## src/rtl/tuner_i2c_pkg.sv

```systemverilog
package tuner_i2c_pkg;
  localparam int BYTE_W = 8;

  typedef enum logic [2:0] {
    S_IDLE, S_ADDR, S_AACK, S_WDATA, S_WACK, S_RDATA, S_RACK
  } busState_t;

  typedef struct packed {
    logic sampleBit;   // shift sdaBit into the receive register
    logic sdaBit;      // sampled data line
    logic byteDone;    // a write data byte is complete
    logic secondByte;  // that byte is the second of a pair
    logic loadTx;      // capture a fresh status byte
    logic shiftTx;     // advance the status byte by one bit
    logic clearPor;    // a read transfer ended with STOP
  } dpStrobes_t;
endpackage

```

## src/rtl/tuner_i2c_ctrl.sv

```systemverilog
module tuner_i2c_ctrl
  import tuner_i2c_pkg::*;
#(
  parameter logic [4:0] ADDR_HI = 5'b11000
) (
  input  logic             clk,
  input  logic             rstN,
  input  logic             sclIn,
  input  logic             sdaIn,
  input  logic [1:0]       addrSel,
  input  logic [BYTE_W-1:0] rxByte,
  output dpStrobes_t       str,
  output logic             ackDrive,
  output logic             txActive,
  output logic             stopSeen
);
  localparam int CNT_W = $clog2(BYTE_W);

  logic [1:0] sclSync, sdaSync;
  logic sclPrev, sdaPrev, sclNow, sdaNow;
  logic sclRise, sclFall, startSeen;
  busState_t state;
  logic [CNT_W-1:0] bitCnt;
  logic byteFull, secondNext, isRead, readSeen, ackBit;
  logic [6:0] myAddr;

  assign myAddr = {ADDR_HI, addrSel};
  assign sclNow = sclSync[1];
  assign sdaNow = sdaSync[1];
  assign sclRise = sclNow & ~sclPrev;
  assign sclFall = ~sclNow & sclPrev;
  assign startSeen = sclNow & sclPrev & sdaPrev & ~sdaNow;
  assign stopSeen  = sclNow & sclPrev & ~sdaPrev & sdaNow;

  always_ff @(posedge clk or negedge rstN) begin
    if (!rstN) begin
      sclSync <= 2'b11; sdaSync <= 2'b11;
      sclPrev <= 1'b1;  sdaPrev <= 1'b1;
    end else begin
      sclSync <= {sclSync[0], sclIn};
      sdaSync <= {sdaSync[0], sdaIn};
      sclPrev <= sclNow;
      sdaPrev <= sdaNow;
    end
  end

  always_ff @(posedge clk or negedge rstN) begin
    if (!rstN) begin
      state <= S_IDLE; bitCnt <= '0; byteFull <= 1'b0;
      secondNext <= 1'b0; isRead <= 1'b0; readSeen <= 1'b0; ackBit <= 1'b1;
    end else if (startSeen) begin
      state <= S_ADDR; bitCnt <= '0; byteFull <= 1'b0;
      secondNext <= 1'b0; readSeen <= 1'b0;
    end else if (stopSeen) begin
      state <= S_IDLE; bitCnt <= '0; byteFull <= 1'b0;
    end else if (sclRise) begin
      if (state == S_ADDR || state == S_WDATA || state == S_RDATA) begin
        bitCnt <= bitCnt + 1'b1;
        if (bitCnt == CNT_W'(BYTE_W - 1)) byteFull <= 1'b1;
      end
      if (state == S_RACK) ackBit <= sdaNow;
    end else if (sclFall) begin
      case (state)
        S_ADDR: if (byteFull) begin
          byteFull <= 1'b0;
          if (rxByte[7:1] == myAddr) begin
            state <= S_AACK; isRead <= rxByte[0]; readSeen <= rxByte[0];
          end else begin
            state <= S_IDLE;
          end
        end
        S_AACK:  state <= isRead ? S_RDATA : S_WDATA;
        S_WDATA: if (byteFull) begin
          byteFull <= 1'b0; state <= S_WACK; secondNext <= ~secondNext;
        end
        S_WACK:  state <= S_WDATA;
        S_RDATA: if (byteFull) begin
          byteFull <= 1'b0; state <= S_RACK;
        end
        S_RACK:  state <= ackBit ? S_IDLE : S_RDATA;
        default: state <= state;
      endcase
    end
  end

  always_comb begin
    str = '0;
    str.sdaBit     = sdaNow;
    str.sampleBit  = sclRise & (state == S_ADDR || state == S_WDATA);
    str.byteDone   = sclFall & ~startSeen & ~stopSeen & (state == S_WDATA) & byteFull;
    str.secondByte = secondNext;
    str.loadTx     = sclFall & ~startSeen & ~stopSeen &
                     (((state == S_AACK) & isRead) | ((state == S_RACK) & ~ackBit));
    str.shiftTx    = sclFall & (state == S_RDATA) & ~byteFull;
    str.clearPor   = stopSeen & readSeen;
  end

  assign ackDrive = (state == S_AACK) || (state == S_WACK);
  assign txActive = (state == S_RDATA);

  // the address acknowledge follows only a matching address byte
  assert_ack_needs_match_R1: assert property (@(posedge clk) disable iff (!rstN)
    (state == S_AACK && $past(state) == S_ADDR) |-> $past(rxByte[7:1] == myAddr));
  // STOP always ends the transfer
  assert_stop_goes_idle_R6: assert property (@(posedge clk) disable iff (!rstN)
    stopSeen |=> state == S_IDLE);
  // a not-acknowledge ends the read
  assert_nack_ends_read_R9: assert property (@(posedge clk) disable iff (!rstN)
    (state == S_RACK && sclFall && ackBit && !startSeen && !stopSeen) |=> state == S_IDLE);
endmodule

```

## src/rtl/tuner_i2c_dp.sv

```systemverilog
module tuner_i2c_dp
  import tuner_i2c_pkg::*;
#(
  parameter int DIV_W = 2 * BYTE_W - 1
) (
  input  logic              clk,
  input  logic              rstN,
  input  dpStrobes_t        str,
  input  logic              lockIn,
  input  logic [2:0]        portLevels,
  input  logic [2:0]        adcCode,
  output logic [BYTE_W-1:0] rxByte,
  output logic              txBit,
  output logic [DIV_W-1:0]  divRatio,
  output logic              cpHigh,
  output logic              testMode,
  output logic              cpDisable,
  output logic              ampOff,
  output logic [BYTE_W-1:0] portReg,
  output logic              porFlag
);
  localparam int HI_W = DIV_W - BYTE_W;

  logic [HI_W-1:0]   freqHi;
  logic              pairIsCtrl;
  logic [BYTE_W-1:0] txReg;

  assign txBit = txReg[BYTE_W-1];

  always_ff @(posedge clk or negedge rstN) begin
    if (!rstN) begin
      rxByte <= '0; txReg <= '0; freqHi <= '0; pairIsCtrl <= 1'b0;
      divRatio <= '0; cpHigh <= 1'b0; testMode <= 1'b0; cpDisable <= 1'b0;
      ampOff <= 1'b0; portReg <= '0; porFlag <= 1'b1;
    end else begin
      if (str.sampleBit) rxByte <= {rxByte[BYTE_W-2:0], str.sdaBit};
      if (str.byteDone && !str.secondByte) begin
        pairIsCtrl <= rxByte[BYTE_W-1];
        if (rxByte[BYTE_W-1]) begin
          cpHigh    <= rxByte[6];
          testMode  <= rxByte[5];
          cpDisable <= rxByte[4];
          ampOff    <= rxByte[0];
        end else begin
          freqHi <= rxByte[HI_W-1:0];
        end
      end
      if (str.byteDone && str.secondByte) begin
        if (pairIsCtrl) portReg  <= rxByte;
        else            divRatio <= {freqHi, rxByte};
      end
      if (str.loadTx)       txReg <= {porFlag, lockIn, portLevels, adcCode};
      else if (str.shiftTx) txReg <= {txReg[BYTE_W-2:0], 1'b0};
      if (str.clearPor) porFlag <= 1'b0;
    end
  end

  // the ratio moves only when a second pair byte completes
  assert_ratio_on_second_R2: assert property (@(posedge clk) disable iff (!rstN)
    !$stable(divRatio) |-> $past(str.byteDone && str.secondByte));
  // the port register moves only when a second pair byte completes
  assert_ports_on_second_R4: assert property (@(posedge clk) disable iff (!rstN)
    !$stable(portReg) |-> $past(str.byteDone && str.secondByte));
endmodule

```

## src/rtl/tuner_i2c_slave.sv

```systemverilog
module tuner_i2c_slave
  import tuner_i2c_pkg::*;
#(
  parameter logic [4:0] ADDR_HI = 5'b11000,
  parameter int         DIV_W   = 2 * BYTE_W - 1
) (
  input  logic              clk,
  input  logic              rstN,
  input  logic              sclIn,
  input  logic              sdaIn,
  output logic              sdaPullDown,
  input  logic [1:0]        addrSel,
  input  logic              lockIn,
  input  logic [2:0]        portLevels,
  input  logic [2:0]        adcCode,
  output logic [DIV_W-1:0]  divRatio,
  output logic              cpHigh,
  output logic              testMode,
  output logic              cpDisable,
  output logic              ampOff,
  output logic [BYTE_W-1:0] portReg
);
  dpStrobes_t        str;
  logic [BYTE_W-1:0] rxByte;
  logic ackDrive, txActive, txBit, porFlag, stopSeen;

  tuner_i2c_ctrl #(.ADDR_HI(ADDR_HI)) u_ctrl (
    .clk(clk), .rstN(rstN), .sclIn(sclIn), .sdaIn(sdaIn), .addrSel(addrSel),
    .rxByte(rxByte), .str(str), .ackDrive(ackDrive), .txActive(txActive),
    .stopSeen(stopSeen)
  );

  tuner_i2c_dp #(.DIV_W(DIV_W)) u_dp (
    .clk(clk), .rstN(rstN), .str(str), .lockIn(lockIn), .portLevels(portLevels),
    .adcCode(adcCode), .rxByte(rxByte), .txBit(txBit), .divRatio(divRatio),
    .cpHigh(cpHigh), .testMode(testMode), .cpDisable(cpDisable), .ampOff(ampOff),
    .portReg(portReg), .porFlag(porFlag)
  );

  assign sdaPullDown = ackDrive | (txActive & ~txBit);

  // the power-on flag falls only after a STOP
  assert_por_clears_at_stop_R8: assert property (@(posedge clk) disable iff (!rstN)
    $fell(porFlag) |-> $past(stopSeen));
endmodule

```

## config.mk

```make
export PLATFORM = sky130hd
export DESIGN_NAME = tuner_i2c_slave
export DESIGN_NICKNAME = d
export VERILOG_FILES = /design/src/rtl/tuner_i2c_pkg.sv /design/src/rtl/tuner_i2c_ctrl.sv /design/src/rtl/tuner_i2c_dp.sv /design/src/rtl/tuner_i2c_slave.sv
export SDC_FILE = /design/constraint.sdc
export NUM_CORES = 1
export LEC_CHECK = 0
export ABC_AREA = 1
export BUFFER_PORTS_ARGS = -buffer_cell sky130_fd_sc_hd__buf_2
export CAP_MARGIN = 20
export CORE_MARGIN = 3
export CORE_UTILIZATION = 55
export DETAILED_ROUTE_END_ITERATION = 10
export GPL_TIMING_DRIVEN = 0
export HOLD_SLACK_MARGIN = 0.06
export PLACE_DENSITY = 0.77
export SETUP_SLACK_MARGIN = 0.5
export SLEW_MARGIN = 10
export SYNTH_ARGS = -nofsm -noshare
export SYNTH_HDL_FRONTEND = slang
export SYNTH_SLANG_ARGS = --single-unit
```

## constraint.sdc

```tcl
create_clock -name clk -period 2.15 [get_ports clk]
set_input_delay 0.43 -clock clk [delete_from_list [all_inputs] [get_ports clk]]
set_output_delay 0.43 -clock clk [all_outputs]
set_load 0.03 [all_outputs]
```

Word level (Yosys, flattened, before mapping)
Index checks and enable logic that the tools add are counted.
{"block": "word_totals", "register_bits": 69, "word_cells": 140}
{"block": "op_classes", "n_addsub": 1, "eq_ne": 16, "mux": 37, "bitwise": 34, "n_reduce_logical": 30}
{"operator": "$mux W3", "n": 13}
{"operator": "$mux W1", "n": 20}
{"operator": "$and A1 B1 Y1", "n": 19}
{"operator": "$pmux W3 S6", "n": 1}
{"operator": "$mux W8", "n": 2}
{"operator": "$not A1 Y1", "n": 13}
{"operator": "$eq A3 B3 Y1 const B", "n": 4}
{"operator": "$ne A4 B1 Y1 const B", "n": 3}
{"operator": "$reduce_and A6 Y1", "n": 2}
{"operator": "$reduce_bool A2 Y1", "n": 6}
{"operator": "$reduce_and A2 Y1", "n": 5}
{"operator": "$reduce_bool A3 Y1", "n": 3}
{"operator": "$ne A4 B3 Y1 const B", "n": 2}
{"operator": "$reduce_and A4 Y1", "n": 2}
{"operator": "$reduce_bool A4 Y1", "n": 2}
{"operator": "$reduce_bool A8 Y1", "n": 1}
{"operator": "$eq A7 B7 Y1", "n": 1}
{"operator": "$reduce_and A7 Y1", "n": 1}
{"operator": "$eq A3 B2 Y1 const B", "n": 2}
{"operator": "$reduce_and A5 Y1", "n": 1}
{"operator": "$ne A2 B2 Y1 const B", "n": 2}
{"operator": "$add A3 B1 Y3 const B", "n": 1}
{"operator": "$eq A3 B1 Y1 const B", "n": 1}
{"operator": "$logic_or A1 B1 Y1", "n": 3}
{"operator": "other kinds (6)", "n": 8}

Logic depth before layout (Yosys ltp)
Gate-level depths: netlist (run 1).
{"block": "logic_depth", "depth_word": 10, "mapped_depth": 10, "mapped_depth_nobuf": 9}

Modules after synthesis
A second synthesis (run 1) with hierarchy kept.
{"block": "unflattened", "cells_unflattened": 372, "hier_area_um2": 3149.3}
{"mod": "tuner_i2c_dp", "n_inst": 1, "cells_each": 226, "area_each_um2": 2098.3, "seq_area_each_um2": 1302.5}
{"mod": "tuner_i2c_ctrl", "n_inst": 1, "cells_each": 142, "area_each_um2": 1036.0, "seq_area_each_um2": 434.2}
{"mod": "tuner_i2c_slave", "n_inst": 1, "cells_each": 4, "area_each_um2": 15.0, "seq_area_each_um2": 0.0}

Worst setup path after synthesis (run 1)
Ideal clock, no wire load.
{"block": "synth_timing", "path_kind": "reg2out", "start": "register u_ctrl.state[1]", "end": "output sdaPullDown", "t_arrival_ns": 1.275, "required_ns": 1.720, "slack_ns": 0.445, "path_stages_with_launch": 4, "n_path_buf": 0, "cell_sequence": "dfrtp_1 > inv_2 > nand3_1 > o211ai_1"}
{"block": "synth_via", "elab_chain_cells": 3}
{"element": "start, declared", "line": "tuner_i2c_ctrl.sv:22", "rtl": "busState_t state;"}
{"element": "start signal, assigned", "line": "tuner_i2c_ctrl.sv:72", "rtl": "S_AACK: state <= isRead ? S_RDATA : S_WDATA;"}
{"element": "start signal, assigned", "line": "tuner_i2c_ctrl.sv:80", "rtl": "S_RACK: state <= ackBit ? S_IDLE : S_RDATA;"}
{"element": "start signal, assigned", "line": "tuner_i2c_ctrl.sv:81", "rtl": "default: state <= state;"}
{"element": "$eq A3 B3 Y1, or another cell as far along", "line": "tuner_i2c_ctrl.sv:99", "rtl": "assign txActive = (state == S_RDATA);"}
{"element": "$and A1 B1 Y1 / $logic_or A1 B1 Y1 (equally long branches)", "line": "tuner_i2c_slave.sv:40, tuner_i2c_ctrl.sv:98"}
{"element": "$or A1 B1 Y1 *", "line": "tuner_i2c_slave.sv:40", "rtl": "assign sdaPullDown = ackDrive | (txActive & ~txBit);"}
{"element": "end, declared", "line": "tuner_i2c_slave.sv:11", "rtl": "output logic sdaPullDown,"}
Every way passes the cells marked *; elsewhere a longest branch is shown, timed or not.

Worst setup path in the final report (run 1)
{"block": "layout_timing", "start": "register u_ctrl.state[0]", "end": "output sdaPullDown"}
The elaborated chain is that of the path after synthesis.

==> results of run 1 <==
-- layout make-up --
class / count / area, um^2 / area share (%)
plain buffers: 8 / 80.1 / 2.07
well taps: 70 / 87.6 / 2.27
multi-input cells: 252 / 1250 / 32.4
flip-flops and latches: 69 / 1740 / 45.0
inverters: 38 / 158 / 4.08
clock buffers: 12 / 145 / 3.76
repair buffers: 58 / 355 / 9.21
clock inverters: 4 / 47.5 / 1.23
-- worst max-delay path, delay by kind of cell, from the launching register on --
| family | cells | cell delay [ns] |
|---|---|---|
| AOI/OAI and AO/OA | 1 | 0.08 |
| buffers and inverters | 2 | 0.33 |
| DFF | 1 | 0.39 |
| and+or+nand+nor | 2 | 0.19 |
-- sequential cells by signal (all words and copies together) (netlist names), 2 cells and up --
name	count
u_dp.divRatio	15
u_dp.portReg	8
u_ctrl.sclSync	2
u_ctrl.state	3
u_dp.rxByte	8
u_dp.freqHi	7
u_dp.txReg	8
u_ctrl.bitCnt	3
u_ctrl.sdaSync	2
-- placed cells by master (no fill, tap or decap), types with 2 or more instances in the layout --
cell	netlist	routed
ha_1	2	2
nand2_1	114	109
nand2_4	2	4
clkbuf_8	0	10
nor2_1	41	39
clkinv_2	1	2
nand4_1	5	5
o21ai_0	34	32
nand2_2	3	5
nand3_2	1	2
nand3_1	17	14
dfstp_2	8	8
a21oi_1	7	7
nor2_8	2	2
dfrtp_1	61	60
inv_1	34	32
nor2_4	1	4
nand3_4	0	2
buf_2	4	39
clkbuf_1	1	2
buf_4	1	19
o21ai_1	19	21
inv_4	0	4
buf_6	2	6
-- power groups by stage --
stage	logic (mW)	registers (mW)	clock network, mW
3_5_place_dp	0.712	1.64	0
6_report	0.904	1.61	1.04
5_1_grt	1.02	1.64	1.11
3_3_place_gp	0.681	1.63	0
4_1_cts	0.849	1.61	1.06
2_1_floorplan	0.543	1.60	0
-- per-layer routing --
metal / vias to the layer above / global-route usage, % / wire length, um
li1: 1309 / - / -
met1: 1234 / 32.0 / 3170
met2: 87 / 37.1 / 3370
met3: 11 / 5.88 / 436
met4: 0 / 7.94 / 85
met5: - / 0 / 0
-- timing repair --
action,CTS,global route
buffers inserted,7,8
gates cloned,0,1
hold buffers,1,0
setup endpoints to repair,12,43
resized for setup,15,30
endpoints found under the hold margin,23,0
pin swaps,2,3
-- cells by family (layout without fill, tap and decap cells) --
family	Yosys count	after routing
AO/OA/AOI/OAI	62	62
adder cells (fa/ha/maj)	2	2
buffers and inverters	46	120
flip-flops	69	69
AND/OR/NAND/NOR	188	188
-- metrics by stage --
| stage | utilization, % | setup slack (ns) | power (mW) | std cells | hold slack (ns) |
|---|---|---|---|---|---|
| final | 73.2 | 0.395 | 3.56 | 511 | 0.187 |
| after global routing | 73.2 | 0.330 | 3.77 | 511 | 0.168 |
| after CTS | 70.6 | 0.412 | 3.52 | 502 | 0.170 |
| after detailed placement | 64.8 | 0.350 | 2.36 | 478 | 0.349 |
| after global placement | 64.3 | 0.230 | 2.32 | 477 | 0.346 |
| after floorplan | - | 0.515 | 2.15 | 367 | 0.134 |
-- worst min path at each step --
stage / start / end / slack, ns / cells after the start
2_1_floorplan: rstN / u_ctrl.bitCnt[0] / 0.13 / 0
6_report: sclIn / u_ctrl.sclSync[0] / 0.19 / 1
5_1_grt: sdaIn / u_ctrl.sdaSync[0] / 0.17 / 1
3_5_place_dp: rstN / u_dp.divRatio[6] / 0.35 / 1
4_1_cts: sclIn / u_ctrl.sclSync[0] / 0.17 / 1
3_3_place_gp: u_ctrl.sdaSync[0] / u_ctrl.sdaSync[1] / 0.35 / 0
==> reports/qor.txt, run 1 <==
reg-to-reg setup timing slack - 0.54 ns
initial antenna violation count - 0
Wirelength per Cell - 13.8 um
RSZ-0062 raised after global routing - yes
Crit. End Element - output pin
synthesized area - 3100 um^2
fin crit period - 1.75 ns
critical path's slowest cell - dfrtp_1
final net count - 451
Synth Area in XOR/XNOR - 0%
setup_tns - 0 ns
Hold Crit Class - input pin to register
chip width - 81.0 um
post-synth cell types - 26
r2r startpoint - u_ctrl.sclPrev
DRC - 0
Setup violations, final - 0
Yosys top cell by area - dfrtp_1
GRT Overall Usage - 23.6%
Syn Nets - 382
core area - 5270 um^2
Layout Cell Area excl Fill - 3860 um^2
P_sw - 1.18 mW
sequential share of power - 45.4%
placed inst area - 3410 um^2
synthesized flop and latch total - 69
DR vias/cell - 5.17
worst vdd ir - 727 uV
layout cells sized above 1 - 26.1%
WL final - 7070 um
critical path cell sequence - buf_6, nor2_4, nand2_2, o211ai_1, buf_4
Initial Util - 58.8%
Die Span Y - 81.0 um
TritonCTS buffer count - 9
power per cell area - 921 nW/um^2
die area - 6570 um^2
crit-path max FO - 6
part of the cycle the worst path needs - 81.6%
Synth Area in Adders - 0.808%
status - completed
layout overhead on the synthesized area - 24.6%
clk slew on worst S/H paths - 0.07 ns
number of global-route vias before repair - 2557
combinational share of power - 25.4%
Clk pwr share - 29.2%
Skew-Pair Late Insertion Delay - 0.34 ns
Synth Area in Compound Gates - 10.1%
post-detail-place hpwl - 4650 um
max incr delay on CP - 0.39 ns
RR Endpoint - u_dp.freqHi[6]
worst r2r path cells - 8
Worst setup startpoint - u_ctrl.state[0]
largest net degree at the start of global routing - 46
Worst Path Required - 1.72 ns
fill count - 397
part of the Yosys area used for sequential elements - 56.1%
Post-synth EDFFs - 0
Site Rows - 26
Root Driver - clkbuf_8
Boundary Pins - 41
drt first pass iters - 5
max-cap viol count - 0
port bufs - 40
most frequent cells after synthesis - 114 x nand2_1, 61 x dfrtp_1, 41 x nor2_1
routability cong. - 0.847
max-slew violations - 0
first-pass GRT wire length - 11800 um
n_diodes - 0
Worst Setup Start Kind - register
post-synthesis mux area share - 0%
asr flop ratio synth - 100%
main combinational cell family by area after synthesis - simple AND/OR/NAND/NOR gates
Synth Area in Simple Gates - 26.6%
net switching share of the total power - 33.1%
P_int - 2.38 mW
Clock Path Buffers - 2
Leak Pwr - 2.02 nW
final hold violation count - 0
syn avg cell area - 8.44 um^2
Slew HR - 77.9%
Yosys warnings - 0
Final ANT Viol Nets - 0
Setup crit end - sdaPullDown
ys flop type - dfrtp_1
Vias - 2641
htree depth - 3
GRT overflow - 0
Worst-Margin Slew - 0.332 ns
Max Clock Skew - 0.00648 ns
CTS tree - yes
Worst Path Arrival - 1.32 ns
synth top area cells - dfrtp_1 49%, nand2_1 14%, dfstp_2 6.8%, o21ai_0 5.5%, nor2_1 5.0%
CTS sink cnt - 69
CP Class - register to output pin
Iter 0 DRT Violations - 154
Yosys top cell area share - 49.3%
max frequency - 570 MHz
Post-Syn Instances - 367
most common cell in the netlist - nand2_1
No activity file was read; power rests on OpenSTA's default activity.
==> inputs of run 2 (changes only) <==
Settings changed: ABC_AREA 1 to 0, CORE_UTILIZATION 55 to 51, PLACE_DENSITY 0.77 to 0.75.
Clock period 2.15 ns to 1.6 ns, I/O delays scaled along.
==> run 2 against run 1 <==
Net effect:
- the flow now finishes with violations (setup timing)
- register-to-register slack worse by 0.79 ns
- area after synthesis down 1.9%
- flip-flop and latch count is the same
- synthesized cell count down 37%
- utilization up 13 points
- worst hold slack improved by 0.0082 ns
- clock-buffer cell count fell by 1
- clock power rose by 75%
- wire length grew 39%
- critical path type is now register to register
==> reports/qor.txt, run 2 <==
initial antenna violation count - 0 (unchanged)
Worst Setup Start Kind - register
Wirelength per Cell - 23.1 um (+67%)
drt first pass iters - 5 (unchanged)
number of global-route vias before repair - 2594 (+1.4%)
Synth Area in XOR/XNOR - 1.44% (+1.4 points)
final hold violation count - 0 (unchanged)
post-detail-place hpwl - 3880 um (-17%)
Final ANT Viol Nets - 0 (unchanged)
power per cell area - 804 nW/um^2 (-13%)
port bufs - 40 (unchanged)
TritonCTS buffer count - 9 (unchanged)
Max Clock Skew - 0.0142 ns (+0.00771 ns)
Boundary Pins - 41 (unchanged)
CTS sink cnt - 69 (unchanged)
asr flop ratio synth - 100% (unchanged)
first-pass GRT wire length - 13900 um (+18%)
part of the cycle the worst path needs - 115%
Post-Syn Instances - 230 (-37%)
area occupied by registers - 1740 um^2 (+0.36%)
WL final - 9850 um (+39%)
CP Class - register to register
Min Hold Slack - 0.195 ns (+0.00821 ns)
Place WS - -0.363 ns (-0.713 ns)
part of the Yosys area used for sequential elements - 57.2% (+1.1 points)
layout cells sized above 1 - 66.1% (+40 points)
core area - 5640 um^2 (+7.1%)
GRT Overall Usage - 26.0% (+2.4 points)
layout overhead on the synthesized area - 60.7%
RSZ-0062 raised after global routing - yes
crit-path max FO - 5 (-1)
ys flop type - dfrtp_1
fin crit period - 1.85 ns
Tot Pwr - 3.92 mW (+10%)
Die Span Y - 83.2 um (+2.6%)
Initial Util - 53.8% (-4.9 points)
commonest non-fill, non-tap cell in the layout - dfrtp_1
Synth Area in Simple Gates - 11.0% (-16 points)
Post-synth EDFFs - 0 (unchanged)
post-synthesis mux area share - 18.7% (+19 points)
main combinational cell family by area after synthesis - multiplexers
Synth Area in Compound Gates - 7.70% (-2.4 points)
Hold Crit Class - input pin to register
die area - 6920 um^2 (+5.4%)
Synth Area in Adders - 0.824% (+0.016 points)
Syn Nets - 245 (-36%)
Multi-input gate area - 1550 um^2 (+24%)
syn avg cell area - 13.2 um^2 (+57%)
Crit. End Element - register
max-slew violations - 0 (unchanged)
Root Driver - clkbuf_8
most frequent cells in the layout - 55 x dfrtp_1, 51 x buf_6, 44 x buf_4
n_diodes - 0 (unchanged)
routability cong. - 0.815 (-3.8%)
Clock Path Buffers - 2 (unchanged)
Vias - 2453 (-7.1%)
synthesized flop and latch total - 69 (unchanged)
Worst-Margin Slew - 0.392 ns (+0.0598 ns)
synthesized area - 3040 um^2 (-1.9%)
Skew-Pair Late Insertion Delay - 0.36 ns (+0.02 ns)
max reg flops - 15 (unchanged)
Worst Path Arrival - 2.10 ns (+0.78 ns)
DRC - 0 (unchanged)
clk slew on worst S/H paths - 0.08 ns (about the same)
status - complete, but fails checks
Top reg by flops - u_dp.divRatio
max-cap viol count - 0 (unchanged)
Iter 0 DRT Violations - 186 (+21%)
CTS tree - yes
worst setup slack after layout - -0.246 ns (-0.641 ns)
most frequent cells after synthesis - 61 x dfrtp_1, 31 x mux2_2, 15 x nor2_1
Yosys warnings - 0 (unchanged)
largest net degree at the start of global routing - 56 (+22%)
Yosys top cell area share - 50.2% (+0.95 points)
final net count - 364 (-19%)
Worst Path Required - 1.85 ns (+0.13 ns)
htree depth - 3 (unchanged)
worst vdd ir - 750 uV (+3.2%)
post-synth cell types - 47 (+81%)
Setup violations, final - 58 (+58)
max frequency - 542 MHz
Slew HR - 73.9% (-4.0 points)
Leak Pwr - 2.42 nW (+20%)
DR vias/cell - 5.76 (+11%)
placed inst area - 3470 um^2 (+1.6%)
GRT overflow - 0 (unchanged)
chip width - 83.2 um (+2.6%)
Layout Cell Area excl Fill - 4880 um^2 (+26%)
fill count - 244 (-39%)
synth top area cells - dfrtp_1 50%, mux2_2 11%, dfstp_2 6.9%, mux2_4 4.9%, mux2i_1 2.3%
Yosys top cell by area - dfrtp_1
Site Rows - 27 (+3.8%)
most common cell in the netlist - dfrtp_1
failing checks - setup timing
-- run 2: per-layer routing --
| metal | part of all wire, % | track usage [%] | up-vias |
|---|---|---|---|
| met5 | 0 | 0 | - |
| met1 | 40 | 32.4 | 1272 |
| met4 | 4.7 | 14.1 | 0 |
| met3 | 4.5 | 5.16 | 34 |
| li1 | - | - | 1058 |
| met2 | 51 | 42.5 | 89 |
-- run 2: cells by family after synthesis --
kind of cell             Yosys count
flip-flops                        69
XOR/XNOR                           5
buffers and inverters             19
adder cells (fa/ha/maj)            2
multiplexers                      48
AND/OR/NAND/NOR                   52
AO/OA/AOI/OAI                     35
-- run 2: repair_timing --
action | CTS | global route
gates resized for setup | 136 | 37
gates cloned | 2 | 1
hold buffers | 3 | 0
setup buffers | 44 | 17
endpoints found under the setup margin | 91 | 91
endpoints found under the hold margin | 16 | 0
pin swaps | 21 | 11
-- run 2: final cells by class --
class                   instances  area share, %
inverters                       7          0.538
flip-flops and latches         69           35.7
clock buffers                  11           2.90
repair buffers                108           21.3
clock inverters                 5           2.18
multi-input cells             142           31.8
plain buffers                  12           3.79
well taps                      72           1.85
-- run 2: power breakdown --
group / switching, mW / leakage [nW] / internal [mW] / total (mW)
Clock: 0.732 / 0.120 / 1.08 / 1.82
Sequential: 0.0491 / 0.899 / 1.78 / 1.83
Combinational: 0.132 / 1.40 / 0.143 / 0.275
-- run 2: worst paths after layout --
path / from / to / slack, ns / cells past startpoint
max: u_ctrl.sclPrev / u_dp.divRatio[14] / -0.25 / 6
min: adcCode[0] / u_dp.txReg[0] / 0.19 / 3
max reg2reg: u_ctrl.sclPrev / u_dp.divRatio[14] / -0.25 / 6
min reg2reg: u_ctrl.sdaSync[0] / u_ctrl.sdaSync[1] / 0.36 / 0
max in group asynchronous: rstN / u_ctrl.sclSync[1] / 0.65 / 3
min in group asynchronous: rstN / u_dp.divRatio[5] / 0.36 / 2
-- run 2: per-stage QoR --
step	util [%]	setup TNS, ns	cells
after floorplan	-	-2.19	230
after global placement	61.0	-15.95	342
after detailed placement	61.5	-9.67	343
after CTS	81.5	-3.91	408
after global routing	86.5	-10.85	426
final	86.5	-8.73	426
-- run 2: worst max-delay path, stage by stage (launching register included) --
cell	delay, ns
dfstp_2	0.54
and3b_2	0.22
and3_4	0.19
and3b_1	0.18
buf_6	0.15
clkbuf_16	0.16
mux2_4	0.30
